**config.mk**
```make
export PLATFORM = sky130hd
export DESIGN_NAME = mdio_cmd_master
export DESIGN_NICKNAME = d
export VERILOG_FILES = /design/src/rtl/mdio_pkg.sv /design/src/rtl/mdio_clk_div.sv /design/src/rtl/mdio_frame_eng.sv /design/src/rtl/mdio_cmd_master.sv
export SDC_FILE = /design/constraint.sdc
export NUM_CORES = 1
export LEC_CHECK = 0
export BUFFER_PORTS_ARGS = -buffer_cell sky130_fd_sc_hd__buf_2
export CELL_PAD_IN_SITES_DETAIL_PLACEMENT = 2
export CELL_PAD_IN_SITES_GLOBAL_PLACEMENT = 2
export CORE_MARGIN = 2
export CORE_UTILIZATION = 35
export DETAILED_ROUTE_END_ITERATION = 6
export GPL_TIMING_DRIVEN = 0
export PLACE_DENSITY_LB_ADDON = 0.1
export SYNTH_ARGS = -nofsm -noshare
export SYNTH_HDL_FRONTEND = slang
export SYNTH_HIERARCHICAL = 1
export SYNTH_SLANG_ARGS = --single-unit
export TNS_END_PERCENT = 50
```
**constraint.sdc**
```tcl
create_clock -name clk -period 5.8 [get_ports clk]
set_input_delay 0.87 -clock clk [delete_from_list [all_inputs] [get_ports clk]]
set_output_delay 0.87 -clock clk [all_outputs]
set_load 0.02 [all_outputs]
```
**src/rtl/mdio_pkg.sv**
```systemverilog
`timescale 1ns/1ps
package mdio_pkg;

    localparam int FRAME_BITS = 64;
    localparam int IDX_W      = $clog2(FRAME_BITS);
    localparam int TA_FIRST   = 46;
    localparam int DATA_FIRST = 48;
    localparam int DATA_W     = 16;

    // Command word layout; field order is fixed by software
    typedef struct packed {
        logic              go;
        logic              spare;
        logic [4:0]        dev;
        logic [4:0]        port;
        logic [1:0]        op;
        logic [1:0]        st;
        logic [DATA_W-1:0] data;
    } mdio_cmd_t;

    typedef enum logic {
        ENG_IDLE  = 1'b0,
        ENG_SHIFT = 1'b1
    } eng_state_e;

    // Upper opcode bit marks a read in both clause formats
    function automatic logic cmd_is_read(mdio_cmd_t c);
        return c.op[1];
    endfunction

    function automatic logic [FRAME_BITS-1:0] cmd_to_frame(mdio_cmd_t c);
        return {32'hFFFF_FFFF, c.st, c.op, c.port, c.dev, 2'b10, c.data};
    endfunction

endpackage

```
**src/rtl/mdio_clk_div.sv**
```systemverilog
`timescale 1ns/1ps
module mdio_clk_div #(
    parameter int DIV_W = 8
) (
    input  logic             clk,
    input  logic             rst,
    input  logic             run,
    input  logic [DIV_W-1:0] half_in,
    output logic             mdc,
    output logic             rise_stb,
    output logic             fall_stb
);
    localparam logic [DIV_W-1:0] MIN_HALF = DIV_W'(2);

    logic [DIV_W-1:0] half_eff;
    logic [DIV_W-1:0] cnt;
    logic             wrap;

    assign half_eff = (half_in < MIN_HALF) ? MIN_HALF : half_in;
    assign wrap     = (cnt >= half_eff - DIV_W'(1));

    always_ff @(posedge clk) begin
        if (rst || !run) begin
            cnt      <= '0;
            mdc      <= 1'b0;
            rise_stb <= 1'b0;
            fall_stb <= 1'b0;
        end else begin
            rise_stb <= 1'b0;
            fall_stb <= 1'b0;
            if (wrap) begin
                cnt      <= '0;
                mdc      <= ~mdc;
                rise_stb <= ~mdc;
                fall_stb <= mdc;
            end else begin
                cnt <= cnt + DIV_W'(1);
            end
        end
    end

endmodule

```
**src/rtl/mdio_frame_eng.sv**
```systemverilog
`timescale 1ns/1ps
module mdio_frame_eng
    import mdio_pkg::*;
(
    input  logic                    clk,
    input  logic                    rst,
    input  logic                    start,
    input  mdio_cmd_t               cmd,
    input  logic                    rise_stb,
    input  logic                    fall_stb,
    input  logic                    mdio_i,
    output logic                    active,
    output logic                    done,
    output logic [DATA_W-1:0]       rd_data,
    output logic                    mdio_o,
    output logic                    mdio_oe,
    output logic [IDX_W-1:0]        bit_pos
);
    localparam logic [IDX_W-1:0] LAST_POS  = IDX_W'(FRAME_BITS - 1);
    localparam logic [IDX_W-1:0] TA_POS    = IDX_W'(TA_FIRST);
    localparam logic [IDX_W-1:0] DATA_POS  = IDX_W'(DATA_FIRST);

    eng_state_e              state;
    logic [FRAME_BITS-1:0]   shreg;
    logic [FRAME_BITS-1:0]   load_frame;
    logic                    rd_mode;
    logic [DATA_W-1:0]       cap;
    logic [IDX_W-1:0]        next_pos;

    assign load_frame = cmd_to_frame(cmd);
    assign next_pos   = bit_pos + IDX_W'(1);
    assign active     = (state == ENG_SHIFT);
    assign done       = active && fall_stb && (bit_pos == LAST_POS);
    assign rd_data    = cap;

    always_ff @(posedge clk) begin
        if (rst) begin
            state   <= ENG_IDLE;
            shreg   <= '0;
            rd_mode <= 1'b0;
            cap     <= '0;
            bit_pos <= '0;
            mdio_o  <= 1'b1;
            mdio_oe <= 1'b0;
        end else begin
            unique case (state)
                ENG_IDLE: begin
                    if (start) begin
                        state   <= ENG_SHIFT;
                        shreg   <= load_frame;
                        rd_mode <= cmd_is_read(cmd);
                        bit_pos <= '0;
                        mdio_o  <= load_frame[FRAME_BITS-1];
                        mdio_oe <= 1'b1;
                    end
                end
                ENG_SHIFT: begin
                    if (rise_stb && rd_mode && (bit_pos >= DATA_POS)) begin
                        cap <= {cap[DATA_W-2:0], mdio_i};
                    end
                    if (fall_stb) begin
                        if (bit_pos == LAST_POS) begin
                            state   <= ENG_IDLE;
                            mdio_o  <= 1'b1;
                            mdio_oe <= 1'b0;
                        end else begin
                            bit_pos <= next_pos;
                            shreg   <= {shreg[FRAME_BITS-2:0], 1'b0};
                            mdio_o  <= shreg[FRAME_BITS-2];
                            mdio_oe <= !(rd_mode && (next_pos >= TA_POS));
                        end
                    end
                end
                default: state <= ENG_IDLE;
            endcase
        end
    end

endmodule

```
**src/rtl/mdio_cmd_master.sv**
```systemverilog
`timescale 1ns/1ps
module mdio_cmd_master
    import mdio_pkg::*;
#(
    parameter int DIV_W = 8
) (
    input  logic             clk,
    input  logic             rst,
    input  logic [DIV_W-1:0] mdc_half,
    input  logic             cmd_we,
    input  logic [31:0]      cmd_wdata,
    output logic [31:0]      cmd_rdata,
    output logic             mdc,
    input  logic             mdio_i,
    output logic             mdio_o,
    output logic             mdio_oe
);
    mdio_cmd_t          cmd_q;
    mdio_cmd_t          cmd_in;
    logic               accept;
    logic               launch;
    logic               eng_active;
    logic               eng_done;
    logic               rise_stb;
    logic               fall_stb;
    logic [DATA_W-1:0]  eng_rdata;
    logic [IDX_W-1:0]   bit_pos;

    assign cmd_in    = mdio_cmd_t'(cmd_wdata);
    assign accept    = cmd_we && !cmd_q.go;
    assign launch    = accept && cmd_in.go;
    assign cmd_rdata = cmd_q;

    always_ff @(posedge clk) begin
        if (rst) begin
            cmd_q <= '0;
        end else if (accept) begin
            cmd_q <= cmd_in;
        end else if (eng_done) begin
            cmd_q.go <= 1'b0;
            if (cmd_is_read(cmd_q)) begin
                cmd_q.data <= eng_rdata;
            end
        end
    end

    mdio_clk_div #(.DIV_W(DIV_W)) div_i (
        .clk      (clk),
        .rst      (rst),
        .run      (eng_active),
        .half_in  (mdc_half),
        .mdc      (mdc),
        .rise_stb (rise_stb),
        .fall_stb (fall_stb)
    );

    mdio_frame_eng eng_i (
        .clk      (clk),
        .rst      (rst),
        .start    (launch),
        .cmd      (cmd_in),
        .rise_stb (rise_stb),
        .fall_stb (fall_stb),
        .mdio_i   (mdio_i),
        .active   (eng_active),
        .done     (eng_done),
        .rd_data  (eng_rdata),
        .mdio_o   (mdio_o),
        .mdio_oe  (mdio_oe),
        .bit_pos  (bit_pos)
    );

endmodule

```
=== Word level (Yosys, flattened, before mapping) ===
Index checks and enable logic that the tools add are counted.

* Flip-flop bits (word level): 132
* Latch bits: 0
* Memory bits (writable): 0
* Memory bits (read-only): 0
* Output and inout port bits: 35
* Word-level logic and storage cells: 77
* Memories: 0

* Add/subtract/negate cells: 3
* Multipliers: 0
* Divide/modulo/power cells: 0
* Magnitude comparators: 4
* Equal/unequal tests: 4
* Shift-type cells: 0
* Muxes and demuxes: 25
* Bitwise gates (word level): 3
* Reduce and logical (&&, ||, !) cells: 20

{| class="wikitable"
|+ Operator list
! cell !! count
|-
| $mux 63 || 3
|-
| $pmux 63 s2 || 1
|-
| $mux 16 || 3
|-
| $mux 6 || 3
|-
| $ge 6x6->1 const B || 2
|-
| $pmux 6 s2 || 1
|-
| $mux 1 || 10
|-
| $add 8x1->8 const B || 1
|-
| $ge 8x8->1 || 1
|-
| $lt 8x2->1 const B || 1
|-
| $mux 8 || 1
|-
| $reduce_and 2->1 || 4
|-
| $sub 8x1->8 const B || 1
|-
| $logic_and 1x1->1 || 7
|-
| $add 6x1->6 const B || 1
|-
| $eq 6x6->1 const B || 1
|-
| $pmux 1 s2 || 3
|-
| $ne 2x2->1 const B || 2
|-
| $reduce_bool 2->1 || 2
|-
| $reduce_or 2->1 || 2
|-
| $logic_not 1->1 || 3
|-
| $not 1->1 || 3
|-
| $reduce_and 3->1 || 1
|-
| $ne 2x1->1 const B || 1
|-
| $logic_or 1x1->1 || 1
|}

=== Depth between registers and ports, before layout ===
Gate-level depths: netlist of run 1.

* Word-level depth: 7
* Mapped depth: 12
* Gate-level depth less buffers: 12

=== Modules after synthesis ===
Netlist of run 1, hierarchy kept.

{| class="wikitable"
|+ Modules (own cells, without submodules)
! module !! times used !! cells an instance !! area an instance (um^2) !! sequential area each (um^2)
|-
| mdio_frame_eng || 1 || 426 || 3679.8 || 1781.7
|-
| mdio_cmd_master || 1 || 165 || 1370.1 || 640.6
|-
| mdio_clk_div || 1 || 83 || 783.3 || 220.2
|}

=== Worst setup path before layout of run 1 ===
No wires, ideal clock.

* Kind: in2reg
* Start: in mdc_half[6]
* End: reg div_i.mdc
* Data arrival time: 3.260 ns
* Required time: 5.738 ns
* Slack: 2.477 ns
* Cell stages on the path: 12
* Path buffers: 0
* Cells stage by stage: nor4_1 nand2_1 o21ai_0 ha_1 nand2_1 nor3_1 xnor2_1 ha_1 nand4_1 or3_1 or3_1 nand3_1

* Longest elaborated chain between the ends: 4

{| class="wikitable"
|+ RTL lines
! element !! RTL line !! source
|-
| start: declaration || mdio_cmd_master.sv:9 || <nowiki>input logic [DIV_W-1:0] mdc_half,</nowiki>
|-
| $lt 8x2->1 || mdio_clk_div.sv:19 || <nowiki>assign half_eff = (half_in < MIN_HALF) ? MIN_HALF : half_in;</nowiki>
|-
| $mux 8 (*) || mdio_clk_div.sv:19 ||
|-
| $sub 8x1->8 (*) || mdio_clk_div.sv:20 || <nowiki>assign wrap = (cnt >= half_eff - DIV_W'(1));</nowiki>
|-
| $ge 8x8->1 (*) || mdio_clk_div.sv:20 ||
|-
| end signal: assignment || mdio_clk_div.sv:33 || <nowiki>mdc <= ~mdc;</nowiki>
|-
| end: declaration || mdio_clk_div.sv:9 || <nowiki>output logic mdc,</nowiki>
|}

Mark *: on every way between the ends. The rest lies on a longest branch, timed or not.
A chain may end at the register's enable or synchronous reset.

=== Final worst setup path of run 1 ===
* Start: in mdc_half[6]
* End: reg div_i.fall_stb

* Longest elaborated chain between the ends: 6

{| class="wikitable"
|+ RTL lines
! element !! RTL line !! source
|-
| $lt 8x2->1 || mdio_clk_div.sv:19 ||
|-
| $mux 8 (*) || mdio_clk_div.sv:19 ||
|-
| $sub 8x1->8 (*) || mdio_clk_div.sv:20 ||
|-
| $ge 8x8->1 (*) || mdio_clk_div.sv:20 ||
|-
| $not 1->1 (no source line) (*) || n/a ||
|-
| $reduce_or 2->1 (no source line) (*) || n/a ||
|-
| end signal: assignment || mdio_clk_div.sv:35 || <nowiki>fall_stb <= mdc;</nowiki>
|-
| end: declaration || mdio_clk_div.sv:11 || <nowiki>output logic fall_stb</nowiki>
|}

Marks and branches as above.

==> results.md, run 1 <==
- R2R Path Start: cmd_rdata[31]$_SDFFE_PP0P_
- Total power per unit cell area: 330 mW/mm^2
- First-pass GRT wire length: 31.1 mm
- Crit path arrival time: 3.75 ns
- Die height: 133 um
- CTS max path bufs: 2
- FP Rows: 47
- H-tree levels: 4
- Final total power: approximately 2.3 mW
- Wire per inst: between 15 and 20 um
- Layout cells sized above 1: 20.2%
- Routability cong.: 0.748
- YS warnings: 6
- CP Launch Point: mdc_half[6]
- Num CTS Buffers: 17
- Hold Fails Final Rpt: 0
- Syn-to-layout area delta: 21.7%
- Status: finished clean
- R2R Setup Slk: ~3.0 ns
- Core Area: ~0.016 sq mm
- Drt drc: 0
- Routed vias: about 5.4k
- Final Skew: 0.00840 ns
- Max-slew violation count: 0
- Die area: 0.0177 sq mm
- I/O pin count: 79
- Largest net degree at the start of global routing: 17
- Initial antenna violation count: 0
- Diode count: 0
- Worst Max-Slew Pin Slew: 0.743 ns
- WS Path Type: in -> reg
- Max Freq: 0.291 GHz
- Number of global-route vias before repair: 5981
- Drt first pass iters: 4
- EDFF count, synth: 0
- Synth Register Bits: 132
- HP Class: reg -> reg
- Clk slew on worst S/H paths: 0.06 ns
- Crit share post-route: 59.2%
- Max stage delay on crit path: 0.56 ns
- CTS sink cnt: 132
- GR Overflow Total: 0
- Initial DRC count: 195
- Initial Util: 35.6%
- Count leader, synth: dfxtp_1
- Nets: between 800 and 900
- Vias per cell: 5.37
- Final setup vio count: 0
- Critical path endpoint: div_i/fall_stb$_SDFF_PP0_
- Setup tns final: 0 ns
- Critical Path Slowest Stage Cell: nor4_1
- Worst skew pair latency: 0.43 ns
- Max-cap check violation count: 0
- CTS tree: done
- Syn Nets: 730
- Dominant synthesized flop cell: dfxtp_1
- WHS: 0.456 ns
- Hold_buf cts: 0
- Worst R2R End: eng_i/shreg[31]$_SDFFE_PP0P_
- Sequential share of the synthesized area: a little under half
- Die X-Extent: 133 um
- Min Tclk post-route: around 3.4 ns
- LEAKAGE: approximately 2.7 nW
- Slew headroom: 50.5%
- Area leader, netlist: dfxtp_1
- Worst Setup Start Kind: primary input
- Critical Path End Type: register
- Data required time of the critical path: 6.12 ns
- Buffers on Ports: 78
- Post-CTS setup buffer count: 0
- Post-Route WL: 18.6 mm
- Worst-path maximum fanout: 10
- Layout Utilization: a little over two fifths
- Library cells used by synthesis: 53
- Worst reg2reg path depth: 10
- Post-CTS Resized: 0
- Clock root buffer: clkbuf_16
- CP Cell Sequence: buf_2 -> nor4_1 -> nand2_1 -> o21ai_0 -> ha_1 -> nand2_1 -> nor3_1 -> xnor2_1 -> ha_1 -> o21ai_0 -> nand2b_1 -> o311ai_4 -> and4b_1
- Worst vdd ir: between 0.2 and 0.25 mV
- Mapped Cells: 674
- Detailed placer's ending HPWL: 13.3 mm
- Antenna Nets Post-Route: 0
- GRT Overall Usage: 22.2%
- RSZ-0062 raised after global routing: false
- Mapped cell area: just under 0.006 sq mm
- Post-Layout Cell Count: 1003
- Mean Syn Cell Area: 8.65 sq um
- Post-synthesis async set-or-reset flop share: 0%
- Dpl cells: 972
- Synth top area cells: dfxtp_1 (45%), nor3_1 (11%), nand2_1 (6.6%)
- Commonest cells in the netlist: dfxtp_1 (132), nor3_1 (123), nand2_1 (103), a21oi_1 (44), nor2_1 (39)
- Synth top area share: 45.3%
[cells in the final DEF, fill, tap and decap left out, drive strengths merged, types with 13 or more instances in the layout]
master    n
nor3    123
nand3    13
a211oi   29
buf     114
dfxtp   132
a311oi   21
clkbuf   40
nor2     39
nand2   104
mux2i    29
a21oi    44
[critical path, delay by kind of cell]
kind	cells	cell delay, ns
simple gates	6	1.43
compound gates	3	0.66
fa+ha+maj	2	0.51
xor+xnor	1	0.16
buf+inv	1	0.12
[layer usage]
metal	global-route usage (%)	wire length, um	vias to the layer above
met4	7.51	305	0
met1	26.6	8190	2695
met2	40.1	9700	73
li1	-	-	2591
met3	4.03	443	24
met5	0	0	-
[layout make-up]
cell class                 instances  area, sq um
clock inverter                    13          159
fill                            1831         9310
clock buffer                      18          439
sequential                       132         2640
tap                              220          275
timing repair buffer              78          390
inverter                           4         15.0
multi-input combinational        480         2890
buffer                            58          284
[per-stage QoR]
step           setup WS, ns  area (sq um)
2_1_floorplan          2.48          5830
3_3_place_gp           2.03          6500
3_5_place_dp           1.90          6500
4_1_cts                2.33          7100
5_1_grt                2.06          7100
6_report               2.36          7100
[logic make-up after synthesis]
family / after synthesis / share of synthesized area (%)
buffers and inverters: 62 / 5.13
AND/OR/NAND/NOR: 314 / 25.3
XOR/XNOR: 9 / 1.35
AO/OA/AOI/OAI: 116 / 15.4
adder cells (fa/ha/maj): 12 / 2.57
flip-flops: 132 / 45.3
multiplexers: 29 / 4.98
[worst min path at each step]
stage	from	end	slack, ns	cells past startpoint
after global placement	cmd_rdata[29]$_SDFFE_PP0P_	cmd_rdata[29]$_SDFFE_PP0P_	0.44	2
after CTS	cmd_rdata[16]$_SDFFE_PP0P_	cmd_rdata[16]$_SDFFE_PP0P_	0.46	2
final	cmd_rdata[16]$_SDFFE_PP0P_	cmd_rdata[16]$_SDFFE_PP0P_	0.46	2
after floorplan	eng_i/shreg[15]$_SDFFE_PP0P_	eng_i/shreg[16]$_SDFFE_PP0P_	0.43	2
after detailed placement	cmd_rdata[16]$_SDFFE_PP0P_	cmd_rdata[16]$_SDFFE_PP0P_	0.45	2
after global routing	cmd_rdata[16]$_SDFFE_PP0P_	cmd_rdata[16]$_SDFFE_PP0P_	0.47	2
[power breakdown]
part           internal, mW  switching [mW]  total [mW]
Sequential            0.957          0.0279       0.985
Clock                 0.682           0.420        1.10
Combinational        0.0981           0.158       0.257
[flip-flops by register name, indices dropped and copies added, names as in the netlist]
name and flops:
div_i/rise_stb 1, eng_i/shreg 63, eng_i/bit_pos 6, cmd_rdata 32, div_i/cnt 8, eng_i/rd_mode 1
eng_i/mdio_oe 1, eng_i/mdio_o 1, div_i/fall_stb 1, eng_i/rd_data 16, eng_i/active 1, div_i/mdc 1
Note: power is estimated with default switching activity, not from simulation.
==> inputs of run 2 (changes only) <==
--- a/config.mk
+++ b/config.mk
@@ -9,7 +9,7 @@
 export CELL_PAD_IN_SITES_DETAIL_PLACEMENT = 2
 export CELL_PAD_IN_SITES_GLOBAL_PLACEMENT = 2
 export CORE_MARGIN = 2
-export CORE_UTILIZATION = 35
+export CORE_UTILIZATION = 31
 export DETAILED_ROUTE_END_ITERATION = 6
 export GPL_TIMING_DRIVEN = 0
 export PLACE_DENSITY_LB_ADDON = 0.1
==> constraint.sdc (replaced) <==
create_clock -name clk -period 3.1 [get_ports clk]
set_input_delay 0.465 -clock clk [delete_from_list [all_inputs] [get_ports clk]]
set_output_delay 0.465 -clock clk [all_outputs]
set_load 0.02 [all_outputs]
==> run 2 against run 1 <==
Net effect:
- register-to-register slack lost 2.7 ns
- largest cell class unchanged
- sequential share of layout area is 0.12 points lower
- sequential power is 87% higher
==> results.md, run 2 (synthesized netlist as in run 1, its figures left out) <==
- Worst R2R End: eng_i/shreg[6]$_SDFFE_PP0P_
- Hold endpoint: cmd_rdata[30]$_SDFFE_PP0P_
- Max-cap check violation count: 0 (unchanged)
- Reg with most FFs: eng_i/shreg
- Syn-to-layout area delta: 22.1%
- Largest net degree at the start of global routing: 17 (unchanged)
- Critical Path Slowest Stage Cell: nor4_4
- Initial DRC count: 134 (-31%)
- Highest Signal Layer: met4
- Metal-1 WL: 8.70 mm (+6.2%)
- Placed cell areas: 0.00652 sq mm (+0.27%)
- Nets: 827 (unchanged)
- Num CTS Buffers: 17 (unchanged)
- Critical Path End Type: register
- Largest register FFs: 63 (unchanged)
- RSZ-0062 raised after global routing: false
- Post-CTS setup buffer count: 0 (unchanged)
- Max-slew violation count: 0 (unchanged)
- R2R Path Start: cmd_rdata[31]$_SDFFE_PP0P_
- Layout cells sized above 1: 20.4% (+0.23 points)
- CTS sink cnt: 132 (unchanged)
- GRT Overall Usage: 19.4% (-2.8 points)
- Worst Max-Slew Pin Slew: 0.737 ns (-0.00582 ns)
- Crit path buffers/inverters: 1 (unchanged)
- HP Class: in -> reg
- GR Overflow Total: 0 (unchanged)
- Crit-path leading delay family: simple AND/OR/NAND/NOR gates
- Die area: 0.0199 sq mm (+13%)
- Diode count: 0 (unchanged)
- Worst Setup Start Kind: primary input
- Drt first pass iters: 4 (unchanged)
- Detailed placer's ending HPWL: 13.5 mm (+1.5%)
- Min-Delay Path Depth: 3 (+1)
- Wire per inst: 18.3 um (-1.5%)
- Filler cells: 2098 (+15%)
- Clk slew on worst S/H paths: 0.06 ns (about the same)
- Post-Route WL: 18.6 mm (about the same)
- Status: finished clean
- Metal2 WL: 9.31 mm (-4.1%)
- Post-layout instance area: 0.00712 sq mm (+0.32%)
- I/O pin count: 79 (unchanged)
- Multi-input gate area: 0.00291 sq mm (+0.52%)
- Final Skew: 0.0113 ns (+0.00285 ns)
- Routed vias: 5273 (-2.0%)
- Commonest non-fill, non-tap cell in the layout: dfxtp_1
- Slew headroom: 50.9% (+0.39 points)
- Antenna Nets Post-Route: 0 (unchanged)
- Hold Fails Final Rpt: 0 (unchanged)
- Crit share post-route: about nine tenths
- Final setup vio count: 0 (unchanged)
- Seq. cell area: 0.00264 sq mm (unchanged)
- Commonest non-fill, non-tap cells in the layout: dfxtp_1 (132), nor3_1 (123), nand2_1 (103), buf_2 (101), a21oi_1 (44)
- Clock root buffer: clkbuf_16
- Routability cong.: 0.753 (+0.64%)
- WS Path Type: in -> reg
- Buffers on Ports: 78 (unchanged)
- CP Cell Sequence: buf_2 -> nor4_4 -> nand2_1 -> o21ai_1 -> ha_1 -> nand2_1 -> nor3_1 -> xnor2_1 -> ha_1 -> o21ai_0 -> nand2b_1 -> o311ai_4 -> and4b_1
- Worst vdd ir: 0.394 mV (+89%)
- Die X-Extent: 141 um (+6.1%)
- Worst skew pair latency: 0.42 ns (about the same)
- Die height: 141 um (+6.1%)
- Crit path arrival time: 3.14 ns (-0.61 ns)
- FP Rows: 50 (+6.4%)
- Hold_buf cts: 0 (unchanged)
- Max Freq: between 0.3 and 0.4 GHz
- WHS: 0.287 ns (-0.169 ns)
- Drt drc: 0 (unchanged)
- Initial Util: 31.4% (-4.2 points)
- CTS tree: done
- First-pass GRT wire length: 30.6 mm (-1.6%)
- Max stage delay on crit path: 0.37 ns (-0.19 ns)
- Min Tclk post-route: around 2.8 ns
- Worst-path maximum fanout: 10 (unchanged)
- Initial antenna violation count: 0 (unchanged)
- Core Area: 0.0186 sq mm (+13%)
- Vias per cell: 5.18 (-3.5%)
- Number of global-route vias before repair: 5792 (-3.2%)
- Worst reg2reg path depth: 10 (unchanged)
- Hold Path Origin: cmd_wdata[30]
- R2R Setup Slk: 0.33 ns (-2.70 ns)
- LEAKAGE: 2.76 nW (+0.55%)
- H-tree levels: 4 (unchanged)
- CTS max path bufs: 2 (unchanged)
- Total power per unit cell area: 609 mW/mm^2 (+85%)
- Data required time of the critical path: 3.41 ns (-2.71 ns)
- Wire length on met3: 471 um (+6.3%)
run 2: worst max-delay path by stage:
stage                      from                   endpoint  slack (ns)  depth (start not counted)
floorplan           mdc_half[6]     div_i/mdc$_SDFFE_PP0P_        0.18                         12
global placement    mdc_half[6]  div_i/fall_stb$_SDFF_PP0_       -0.29                         13
detailed placement  mdc_half[6]  div_i/fall_stb$_SDFF_PP0_       -0.57                         13
CTS                 mdc_half[6]  div_i/fall_stb$_SDFF_PP0_        0.04                         13
global route        mdc_half[6]  div_i/fall_stb$_SDFF_PP0_       0.005                         13
finish              mdc_half[6]  div_i/fall_stb$_SDFF_PP0_        0.27                         13
run 2: area by class of cell:
cell class | count | area share, %
Multi-Input combinational cell | 480 | 40.8
Buffer | 58 | 4.01
Sequential cell | 132 | 37.1
Clock inverter | 12 | 1.83
Inverter | 4 | 0.211
Clock buffer | 20 | 6.41
Timing Repair Buffer | 78 | 5.48
Tap cell | 234 | 4.11
run 2: stage by stage:
stage	TNS, ns	power [mW]	setup WS (ns)	instances	util, %
floorplan	0	2.18	0.182	674	-
global placement	-2.39	2.33	-0.293	986	35.1
detailed placement	-5.22	2.36	-0.566	986	35.1
CTS	0	4.40	0.0427	1018	38.3
global route	0	4.53	0.00520	1018	38.3
finish	0	4.34	0.268	1018	38.3
run 2: per-layer routing:
layer  GRT usage, %  vias up
met3           3.77       12
met4           5.21        0
met1           25.0     2616
met5              0        -
met2           33.3       58
li1               -     2587
run 2: worst register-to-register path: stages, from the launching register on:
cell      delay, ns
dfxtp_1        0.33
nor2b_1        0.11
clkbuf_1       0.22
buf_2          0.30
buf_2          0.29
and2_1         0.24
nor2b_1        0.15
buf_2          0.26
buf_1          0.44
nor3_1         0.12
a211oi_1       0.24
run 2: timing repair:
item                                    CTS  global route
endpoints found under the setup margin   10            12
resized for setup                         1             3
gates cloned                              0             0
run 2: report_power, final:
group / internal (mW) / total [mW] / switching (mW)
Clock: 1.23 / 2.02 / 0.790
Combinational: 0.184 / 0.479 / 0.295
Sequential: 1.79 / 1.84 / 0.0523
Total: 3.20 / 4.34 / 1.14
==> inputs of run 3 (changes only) <==
--- a/config.mk
+++ b/config.mk
@@ -9,12 +9,11 @@
 export CELL_PAD_IN_SITES_DETAIL_PLACEMENT = 2
 export CELL_PAD_IN_SITES_GLOBAL_PLACEMENT = 2
 export CORE_MARGIN = 2
-export CORE_UTILIZATION = 31
+export CORE_UTILIZATION = 32
 export DETAILED_ROUTE_END_ITERATION = 6
 export GPL_TIMING_DRIVEN = 0
 export PLACE_DENSITY_LB_ADDON = 0.1
 export SYNTH_ARGS = -nofsm -noshare
 export SYNTH_HDL_FRONTEND = slang
-export SYNTH_HIERARCHICAL = 1
 export SYNTH_SLANG_ARGS = --single-unit
 export TNS_END_PERCENT = 50
==> run 3 against run 2 <==
Net effect:
- synthesized cell count down 9.9%
- clock-buffer cell count down 1
- synthesized area down 0.92%
- non-clock buffer count down 8
- final area down 0.53%
- maximum frequency down 3.2%
- total power up 1.8%
- critical path depth down 1
- final cell count down 7.2%
- critical endpoint is now div_i.cnt[6]$_SDFF_PP0_
- largest cell class unchanged
- largest power group unchanged
==> results.md, run 3 <==
- Routed vias: 5060 (-4.0%)
- Die X-Extent: 138 um (-2.0%)
- Max stage delay on crit path: 0.57 ns (+0.20 ns)
- Buffers on Ports: 77 (-1.3%)
- Multi-input gate area: 0.00286 sq mm (-1.7%)
- Worst vdd ir: 0.450 mV (+14%)
- Worst Setup Start Kind: primary input
- Sequential share of the synthesized area: 45.7% (+0.42 points)
- Slew headroom: 48.6% (-2.2 points)
- Max Freq: 0.342 GHz (-3.2%)
- CP Cell Sequence: buf_2 -> or4_4 -> o41ai_4 -> ha_2 -> inv_1 -> or3_1 -> xor2_1 -> ha_1 -> a21oi_1 -> o211ai_1 -> a211o_2 -> nor2_1
- Initial DRC count: 275 (+110%)
- Detailed placer's ending HPWL: 13.4 mm (-0.49%)
- LEAKAGE: 2.65 nW (-3.9%)
- Critical Path End Type: register
- Drt first pass iters: 4 (unchanged)
- CTS sink cnt: 132 (unchanged)
- CTS tree: done
- Mean Syn Cell Area: 9.52 sq um (+10%)
- Status: finished clean
- NetSw: 1.15 mW (+1.0%)
- Post-Route WL: 18.5 mm (-0.72%)
- Syn Nets: 663 (-9.2%)
- Pre-CTS setup slack: -0.443 ns (+0.123 ns)
- Post-synthesis async set-or-reset flop share: 0% (unchanged)
- Wire per inst: 19.6 um (+7.0%)
- I/O pin count: 79 (unchanged)
- RSZ-0062 raised after global routing: false
- Core Area: 0.0178 sq mm (-4.0%)
- Hold Fails Final Rpt: 0 (unchanged)
- Largest net degree at the start of global routing: 17 (unchanged)
- Clk pwr share: 47.1% (+0.6 points)
- Worst-path maximum fanout: 7 (-3)
- Diode count: 0 (unchanged)
- Data required time of the critical path: 3.46 ns (+0.05 ns)
- Mapped cell area: 0.00578 sq mm (-0.92%)
- GR Overflow Total: 0 (unchanged)
- Total power per unit cell area: 623 mW/mm^2 (+2.3%)
- Synth top area share: 45.7% (+0.42 points)
- Post-CTS setup buffer count: 0 (unchanged)
- Crit share post-route: 94.3% (+3.0 points)
- Commonest non-fill, non-tap cell in the layout: dfxtp_1
- Initial antenna violation count: 0 (unchanged)
- Synth top area cells: dfxtp_1 (46%), nand2_1 (6.9%), o221a_2 (6.2%)
- Drt drc: 0 (unchanged)
- Crit path buffers/inverters: 2 (+1)
- Routability cong.: 0.781 (+3.8%)
- Final Skew: 0.0103 ns (-0.000912 ns)
- Commonest non-fill, non-tap cells in the layout: dfxtp_1 (132), nand2_1 (107), buf_2 (93), a21oi_1 (42), nor3_1 (35)
- Largest register FFs: 63 (unchanged)
- Switching part of the total: 26.0% (-0.19 points)
- Final setup vio count: 0 (unchanged)
- Antenna Nets Post-Route: 0 (unchanged)
- EDFF count, synth: 0 (unchanged)
- Sequential Power Share: 41.8% (-0.7 points)
- Nets: 759 (-8.2%)
- Clock root buffer: clkbuf_16
- Synth Register Bits: 132 (unchanged)
- Worst Max-Slew Pin Slew: 0.771 ns (+0.0336 ns)
- Vias per cell: 5.35 (+3.4%)
- Die height: 138 um (-2.0%)
- Setup tns final: 0 ns (unchanged)
- Count leader, synth: dfxtp_1
- WS Path Type: in -> reg
- Reg with most FFs: eng_i.shreg
- Crit-path leading delay family: simple AND/OR/NAND/NOR gates
- Clk slew on worst S/H paths: 0.06 ns (about the same)
- Combinational power share: 11.0% (about the same)
- Seq. cell area: 0.00264 sq mm (unchanged)
- Commonest cells in the netlist: dfxtp_1 (132), nand2_1 (107), a21oi_1 (43), nor3_1 (35), o221a_2 (32)
- Min Tclk post-route: 2.92 ns (+0.0928 ns)
- Initial Util: 32.4% (+1.0 points)
- Syn-to-layout area delta: 22.5%
- Internal: 3.27 mW (+2.0%)
- FP Rows: 49 (-2.0%)
- Max-slew violation count: 0 (unchanged)
- Crit path arrival time: 3.28 ns (+0.14 ns)
- Hold_buf cts: 0 (unchanged)
- First-pass GRT wire length: 29.9 mm (-2.4%)
- Library cells used by synthesis: 52 (-1.9%)
- Worst skew pair latency: 0.43 ns (about the same)
- Dominant synthesized flop cell: dfxtp_1
- Num CTS Buffers: 17 (unchanged)
- Number of global-route vias before repair: 5496 (-5.1%)
- CTS max path bufs: 2 (unchanged)
- GRT Overall Usage: 19.7% (+0.24 points)
- HP Class: in -> reg
- Layout cells sized above 1: 29.6% (+9.2 points)
- YS warnings: 0 (-6)
- Critical Path Slowest Stage Cell: or4_4
- Die area: 0.0192 sq mm (-3.9%)
- Mapped Cells: 607 (-9.9%)
- H-tree levels: 4 (unchanged)
- Filler cells: 1980 (-5.6%)
- Area leader, netlist: dfxtp_1
- Fin worst setup slack: 0.176 ns (-0.0928 ns)
- Max-cap check violation count: 0 (unchanged)
==> run 3: layer usage <==
metal  GRT usage [%]  share of wire (%)  vias to the layer above
met5               0                  0                        -
met4            5.37                1.2                        0
met3            4.68                3.3                       18
met2            35.0                 51                       73
met1            23.8                 44                     2560
li1                -                  -                     2409
==> run 3: tightest hold or removal path, stage by stage <==
cell and delay, ns:
buf_2 0.10, nand2_1 0.05, a21oi_1 0.05
==> run 3: worst paths after layout <==
path | start | end | slack [ns] | depth (start not counted)
setup / recovery | mdc_half[5] | div_i.cnt[6]$_SDFF_PP0_ | 0.18 | 12
hold / removal | mdio_i | eng_i.rd_data[0]$_SDFFE_PP0P_ | 0.29 | 3
setup reg to reg | eng_i.bit_pos[0]$_SDFFE_PP0P_ | eng_i.shreg[44]$_SDFFE_PP0P_ | 0.97 | 6
hold reg to reg | cmd_rdata[23]$_SDFFE_PP0P_ | cmd_rdata[23]$_SDFFE_PP0P_ | 0.46 | 2
==> run 3: metrics by stage <==
stage	area [sq um]	utilization, %	hold slack [ns]	power [mW]	std cells
floorplan	5790	-	0.433	2.19	607
global placement	6460	36.2	0.442	2.34	913
detailed placement	6460	36.2	0.451	2.37	913
CTS	7060	39.6	0.266	4.47	945
global route	7080	39.7	0.281	4.60	945
finish	7080	39.7	0.286	4.41	945
==> run 3: area by class of cell <==
class                      count  area share, %
buffer                        51           4.06
timing repair buffer          77           5.44
clock inverter                13           2.23
tap                          229           4.05
inverter                       6          0.318
clock buffer                  19           6.25
multi-input combinational    418           40.3
sequential                   132           37.3
==> run 3: kinds of logic (layout without fill, tap and decap cells) <==
| family | Yosys count | count (layout) | synth area share (%) |
|---|---|---|---|
| flops | 132 | 132 | 45.7 |
| buf+inv | 57 | 166 | 5.37 |
| compound gates | 144 | 144 | 22.0 |
| mux | 31 | 31 | 5.37 |
| fa+ha+maj | 12 | 12 | 2.60 |
| simple gates | 221 | 221 | 17.4 |
| xor+xnor | 10 | 10 | 1.52 |
==> run 3: what timing repair did <==
| action | 4_1_cts | 5_1_grt |
|---|---|---|
| cloned | 0 | 0 |
| endpoints found under the setup margin | 1 | 10 |
| pin swaps | 0 | 2 |
| gates resized for setup | 1 | 4 |
==> run 3: power groups by stage <==
stage | combinational, mW | clock, mW | sequential, mW
2_1_floorplan | 0.286 | 0 | 1.90
3_3_place_gp | 0.467 | 0 | 1.88
3_5_place_dp | 0.488 | 0 | 1.88
4_1_cts | 0.494 | 2.13 | 1.85
5_1_grt | 0.533 | 2.21 | 1.86
6_report | 0.487 | 2.08 | 1.85
